### src/rtl/crs_pkg.sv
package crs_pkg;
    typedef enum logic [1:0] {
        CMD_RANGE = 2'd0,
        CMD_ALL   = 2'd1,
        CMD_SYNC  = 2'd2
    } cmd_kind_e;

    typedef enum logic [1:0] {
        PH_IDLE  = 2'd0,
        PH_ISSUE = 2'd1,
        PH_WAIT  = 2'd2
    } phase_e;
endpackage

### src/rtl/crs_span_prep.sv
module crs_span_prep #(
    parameter int ADDR_W     = 32,
    parameter int LINE_BYTES = 128
) (
    input  logic [ADDR_W-1:0] start_addr_i,
    input  logic [ADDR_W-1:0] end_addr_i,
    output logic [ADDR_W-1:0] base_o,
    output logic [ADDR_W-1:0] span_o,
    output logic              whole_o
);
    localparam int LB = $clog2(LINE_BYTES);
    localparam logic [ADDR_W-1:0] LINE_W   = ADDR_W'(LINE_BYTES);
    localparam logic [ADDR_W-1:0] LMASK    = LINE_W - ADDR_W'(1);
    localparam logic [ADDR_W-1:0] WHOLE_AT = ~LINE_W + ADDR_W'(1);

    logic [ADDR_W-1:0] raw_len;

    always_comb begin
        base_o  = {start_addr_i[ADDR_W-1:LB], {LB{1'b0}}};
        raw_len = end_addr_i - base_o;
        whole_o = (raw_len >= WHOLE_AT);
        span_o  = (raw_len + LMASK) & ~LMASK;
    end
endmodule

### src/rtl/crs_chunk_cap.sv
module crs_chunk_cap #(
    parameter int ADDR_W     = 32,
    parameter int LINE_BYTES = 128,
    parameter int BASE_LIMIT = 4194304
) (
    input  logic [ADDR_W-1:0] remain_i,
    output logic [ADDR_W-1:0] chunk_o
);
    localparam logic [ADDR_W-1:0] CHUNK_MAX = ADDR_W'(BASE_LIMIT - LINE_BYTES);

    always_comb begin
        chunk_o = (remain_i > CHUNK_MAX) ? CHUNK_MAX : remain_i;
    end
endmodule

### src/rtl/cache_range_splitter.sv
module cache_range_splitter
    import crs_pkg::*;
#(
    parameter int ADDR_W     = 32,
    parameter int LINE_BYTES = 128,
    parameter int BASE_LIMIT = 4194304
) (
    input  logic              clk,
    input  logic              rst_n,
    input  logic              start_i,
    input  logic [ADDR_W-1:0] start_addr_i,
    input  logic [ADDR_W-1:0] end_addr_i,
    input  logic [1:0]        op_i,
    output logic              busy_o,
    output logic              q_valid_o,
    output logic [1:0]        q_kind_o,
    output logic [1:0]        q_op_o,
    output logic [ADDR_W-1:0] q_addr_o,
    output logic [ADDR_W-1:0] q_size_o,
    input  logic              q_accept_i,
    input  logic              q_retry_i,
    input  logic              q_done_i
);
    typedef struct packed {
        phase_e            ph;
        cmd_kind_e         kind;
        logic [ADDR_W-1:0] cursor;
        logic [ADDR_W-1:0] remain;
        logic [1:0]        op;
    } seq_t;

    seq_t seq_d, seq_q;

    logic [ADDR_W-1:0] base_w, span_w, chunk_w;
    logic              whole_w;

    crs_span_prep #(.ADDR_W(ADDR_W), .LINE_BYTES(LINE_BYTES)) u_prep (
        .start_addr_i (start_addr_i),
        .end_addr_i   (end_addr_i),
        .base_o       (base_w),
        .span_o       (span_w),
        .whole_o      (whole_w)
    );

    crs_chunk_cap #(.ADDR_W(ADDR_W), .LINE_BYTES(LINE_BYTES), .BASE_LIMIT(BASE_LIMIT)) u_cap (
        .remain_i (seq_q.remain),
        .chunk_o  (chunk_w)
    );

    always_comb begin
        seq_d = seq_q;
        unique case (seq_q.ph)
            PH_IDLE: begin
                if (start_i) begin
                    seq_d.ph     = PH_ISSUE;
                    seq_d.cursor = base_w;
                    seq_d.remain = span_w;
                    seq_d.op     = op_i;
                    if (whole_w)
                        seq_d.kind = CMD_ALL;
                    else if (span_w == '0)
                        seq_d.kind = CMD_SYNC;
                    else
                        seq_d.kind = CMD_RANGE;
                end
            end
            PH_ISSUE: begin
                if (!q_retry_i && q_accept_i)
                    seq_d.ph = PH_WAIT;
            end
            PH_WAIT: begin
                if (q_done_i) begin
                    seq_d.ph = PH_ISSUE;
                    unique case (seq_q.kind)
                        CMD_SYNC: seq_d.ph = PH_IDLE;
                        CMD_ALL:  seq_d.kind = CMD_SYNC;
                        default: begin
                            seq_d.cursor = seq_q.cursor + chunk_w;
                            seq_d.remain = seq_q.remain - chunk_w;
                            if (seq_q.remain == chunk_w)
                                seq_d.kind = CMD_SYNC;
                        end
                    endcase
                end
            end
            default: seq_d.ph = PH_IDLE;
        endcase
    end

    always_ff @(posedge clk) begin
        if (!rst_n) begin
            seq_q.ph     <= PH_IDLE;
            seq_q.kind   <= CMD_SYNC;
            seq_q.cursor <= '0;
            seq_q.remain <= '0;
            seq_q.op     <= '0;
        end else begin
            seq_q <= seq_d;
        end
    end

    always_comb begin
        busy_o    = (seq_q.ph != PH_IDLE);
        q_valid_o = (seq_q.ph == PH_ISSUE);
        q_kind_o  = seq_q.kind;
        q_op_o    = seq_q.op;
        q_addr_o  = (seq_q.kind == CMD_RANGE) ? seq_q.cursor : '0;
        q_size_o  = (seq_q.kind == CMD_RANGE) ? chunk_w : '0;
    end
endmodule

### config.mk
export PLATFORM = sky130hd
export DESIGN_NAME = cache_range_splitter
export DESIGN_NICKNAME = d
export VERILOG_FILES = /design/src/rtl/crs_pkg.sv /design/src/rtl/crs_span_prep.sv /design/src/rtl/crs_chunk_cap.sv /design/src/rtl/cache_range_splitter.sv
export SDC_FILE = /design/constraint.sdc
export NUM_CORES = 1
export LEC_CHECK = 0
export ABC_AREA = 0
export BUFFER_PORTS_ARGS = -buffer_cell sky130_fd_sc_hd__buf_2
export CELL_PAD_IN_SITES_DETAIL_PLACEMENT = 0
export CELL_PAD_IN_SITES_GLOBAL_PLACEMENT = 1
export CORE_MARGIN = 1
export CORE_UTILIZATION = 40
export DETAILED_ROUTE_END_ITERATION = 12
export PLACE_DENSITY = 0.9
export SLEW_MARGIN = 25
export SYNTH_ARGS = -nofsm -noshare
export SYNTH_HDL_FRONTEND = slang
export SYNTH_SLANG_ARGS = --single-unit
### constraint.sdc
create_clock -name clk -period 5.25 [get_ports clk]
set_input_delay 1.3125 -clock clk [delete_from_list [all_inputs] [get_ports clk]]
set_output_delay 1.3125 -clock clk [all_outputs]
set_load 0.02 [all_outputs]
==> summary.md <==
| Metric | Value |
|---|---|
| Status | complete, no violations |
| # rows | between 50 and 60 |
| Ant diodes | 0 |
| Routed Antenna Nets | 0 |
| R2R cell count | 17 |
| CTS Buf Count | 9 |
| Core area | between 15000 and 20000 µm² |
| Total negative slack | 0 ns |
| CTS max path bufs | 2 |
| Uppermost layer routed | met4 |
| Initial antenna violation count | 0 |
| Slew margin rel. | a little under a third |
| Final setup fails | 0 |
| Synth top area cells | dfxtp_1 (17%), ha_1 (9.0%), a21oi_1 (6.1%) |
| Fin crit share | just over 90% |
| Critical path depth | 17 |
| H-tree Lvls | 3 |
| Largest net degree at the start of global routing | 48 |
| Crit-path slowest cell | or4_1 |
| Slowest stage delay, CP | around 0.6 ns |
| HP Class | flip-flop to flip-flop |
| Die height | between 100 and 150 µm |
| Dpl hpwl | slightly below 20000 µm |
| Share of layout cells above drive strength 1 | 16.4% |
| Synth top cells by count | a21oi_1 (99), o21ai_0 (92), nor2_1 (88) |
| CTS tree | yes |
| Clk slew on worst S/H paths | approximately 0.06 ns |
| CP delay by family, top | simple AND/OR/NAND/NOR gates |
| Hold_ws | around 0.45 ns |
| CP required | about 5.5 ns |
| Clk sinks | 70 |
| Lkg Pwr | ~0.0042 µW |
| FF+latch count, synth | 70 |
| Mapped Cells | 1142 |
| Fin Clk Skew | 0.00845 ns |
| Root Driver | clkbuf_16 |
| Number of synthesized flops with an enable pin | 0 |
| Initial DRC count | a little over 600 |
| Sequential area share after synthesis | around 17% |
| Grt ovf | 0 |
| # hold bufs at CTS | 0 |
| Largest area contributor in the netlist | dfxtp_1 |
| Fin crit period | roughly 4.8 ns |
| Avg Synthesized Cell Area | around 7.2 µm² |
| CP Buf/Inv Count | 3 |
| Post-CTS repair timing setup buffer count | 0 |
| Distinct cells, synth | between 80 and 90 |
| Placer congestion estimate | between 0.8 and 0.9 |
| RSZ-0062 raised after global routing | no |
| Max-slew violation count | 0 |
| Startpoint types | flip-flop |
| Gr usage total | about a quarter |
| Cell Pwr Density | 259 nW/µm² |
| Wire length on met3 | 1600 µm |
| Hold Path Stages | 2 |
| WS Path Type | flip-flop to flip-flop |
| Met2 routed WL | 11400 µm |
| Inst Count DP | around 1500 |
| Wl on met1 | 12000 µm |
| Global-route wire length before repair | between 40000 and 50000 µm |
| Fin. Hold Viols | 0 |
| Non-Filler Instances | around 1500 |
| Die ar. | between 20000 and 25000 µm² |
| Mapped cell area | ~8200 µm² |
| Most frequent cell after synthesis | a21oi_1 |
| Synthesis-to-finish area growth | 14.8% |
| Critical path arrival | 5.07 ns |
| Top_reg_cell synth | dfxtp_1 |
| Initial Utilization | 41.4% |
| DR vias | about 9000 |
| Die W | 145 µm |
| Worst-path maximum fanout | 14 |
| Nets@finish | between 1000 and 1500 |
| Pwr Total | roughly 2400 µW |
| Yosys top cell area share | between 10% and 20% |
| Number of global-route vias before repair | a little under 8000 |
| Wire per inst | around 17 µm |
| CP Capture Type | flip-flop |
| DR vias/cell | ~5.8 |
| Routed wire length | between 20000 and 30000 µm |
| Max Cap Viol | 0 |
| Drt drc | 0 |
| DRT Pass-1 Iters | 7 |
| Asr flop ratio synth | 0% |
| Syn. warnings | 0 |
| Critical path, cell by cell | or4_1 > nor4_1 > o31ai_2 > buf_4 > buf_4 > or2_2 > ha_1 > and2_1 > nand3_1 > or3_1 > o311ai_0 > buf_4 > nand2_1 > o31ai_1 > xor2_1 > a221oi_1 > nor2_1 |
| I/O Buffers | approximately 120 |
| Worst path most repeated cell | buf_4 |
| Maximum VDD drop | 0.000142 V |
| Worst-Skew Late Latency | 0.35 ns |
| Fmax | approximately 210 MHz |
| Top Ports | 142 |
| Worst-Margin Slew | just over 1 ns |
## flip-flops by register name (all words and copies together) (netlist names)
register / flops
seq_q: 66
q_op_o: 2
q_kind_o: 2
## cell usage in the layout (no fill, tap or decap), types with 9 or more instances in the layout
| cell type | count |
|---|---|
| a221oi_1 | 15 |
| and2_1 | 60 |
| nor2b_1 | 14 |
| nand2_1 | 83 |
| nor4_1 | 13 |
| nor3_1 | 36 |
| o21ai_0 | 92 |
| conb_1 | 20 |
| or2_2 | 16 |
| xor2_1 | 15 |
| ha_1 | 59 |
| xnor2_1 | 40 |
| a22oi_1 | 10 |
| o21bai_1 | 11 |
| a21o_1 | 19 |
| or4_1 | 11 |
| and3_1 | 29 |
| dfxtp_1 | 70 |
| nand3_1 | 35 |
| nor2_1 | 88 |
| nor3b_1 | 10 |
| inv_1 | 47 |
| clkbuf_16 | 9 |
| a21oi_1 | 98 |
| nand2b_1 | 13 |
| or3_1 | 16 |
| buf_2 | 124 |
| buf_4 | 29 |
| nand4_1 | 10 |
| a211oi_1 | 12 |
## final cells by class
class / instances / area (µm²)
clock inverter: 3 / 42.5
fill: 2057 / 10400
sequential: 70 / 1400
inverter: 47 / 176
clock buffer: 13 / 260
multi-input combinational: 970 / 6350
timing repair buffer: 153 / 838
tap: 265 / 332
## path summary, 6_finish.rpt
kind / startpoint / to / slack, ns
worst max register to register: seq_q[5] / seq_q[64] / 0.41
worst max-delay path: seq_q[5] / seq_q[64] / 0.41
worst min-delay path: q_op_o[1] / q_op_o[1] / 0.45
worst min register to register: q_op_o[1] / q_op_o[1] / 0.45
## where the power goes
part | total [µW] | internal (µW) | leakage (µW) | switching (µW)
clock network | 643 | 394 | 0.000146 | 249
registers | 602 | 566 | 0.000573 | 36.2
logic | 1190 | 479 | 0.00345 | 715
total | 2440 | 1440 | 0.00417 | 1000
## cell families (layout without fill, tap and decap cells)
| logic type | count (synthesis) | in the layout | synth area share, % |
|---|---|---|---|
| other | 2 | 20 | 0.0917 |
| buffers and inverters | 120 | 216 | 6.43 |
| DFF | 70 | 70 | 17.1 |
| and+or+nand+nor | 466 | 466 | 30.5 |
| muxes | 6 | 6 | 0.764 |
| adders and majority gates | 61 | 61 | 9.50 |
| AOI/OAI and AO/OA | 362 | 362 | 29.7 |
| xor gates and xnor gates | 55 | 55 | 5.88 |
## layer usage
| metal | global-route usage, % | up-vias |
|---|---|---|
| met1 | 33.5 | 4110 |
| li1 | - | 4389 |
| met4 | 8.00 | 0 |
| met3 | 2.67 | 35 |
| met5 | 0 | - |
| met2 | 39.0 | 292 |
## repair_timing
item                       CTS  global route
hold endpoints to repair     0             0
resized for setup            0             1
setup endpoints to repair    0             1
## worst register-to-register path: cells and delay by family (launching register included)
family                   cells  cell delay [ns]
XOR/XNOR                     1             0.11
adder cells (fa/ha/maj)      1             0.37
AND/OR/NAND/NOR              8             2.17
flip-flops                   1             0.34
buffers and inverters        3             0.60
AO/OA/AOI/OAI                4             1.15
## metrics by stage
| step | util (%) | setup slack [ns] | instance area [µm²] |
|---|---|---|---|
| final | 47.5 | 0.414 | 9400 |
| after global routing | 47.5 | 0.0382 | 9400 |
| after CTS | 47.5 | 0.327 | 9400 |
| after detailed placement | 46.0 | 0.209 | 9090 |
| after global placement | 46.0 | 0.215 | 9090 |
| after floorplan | - | 0.515 | 8260 |
Power figures use the tool's default switching activity.
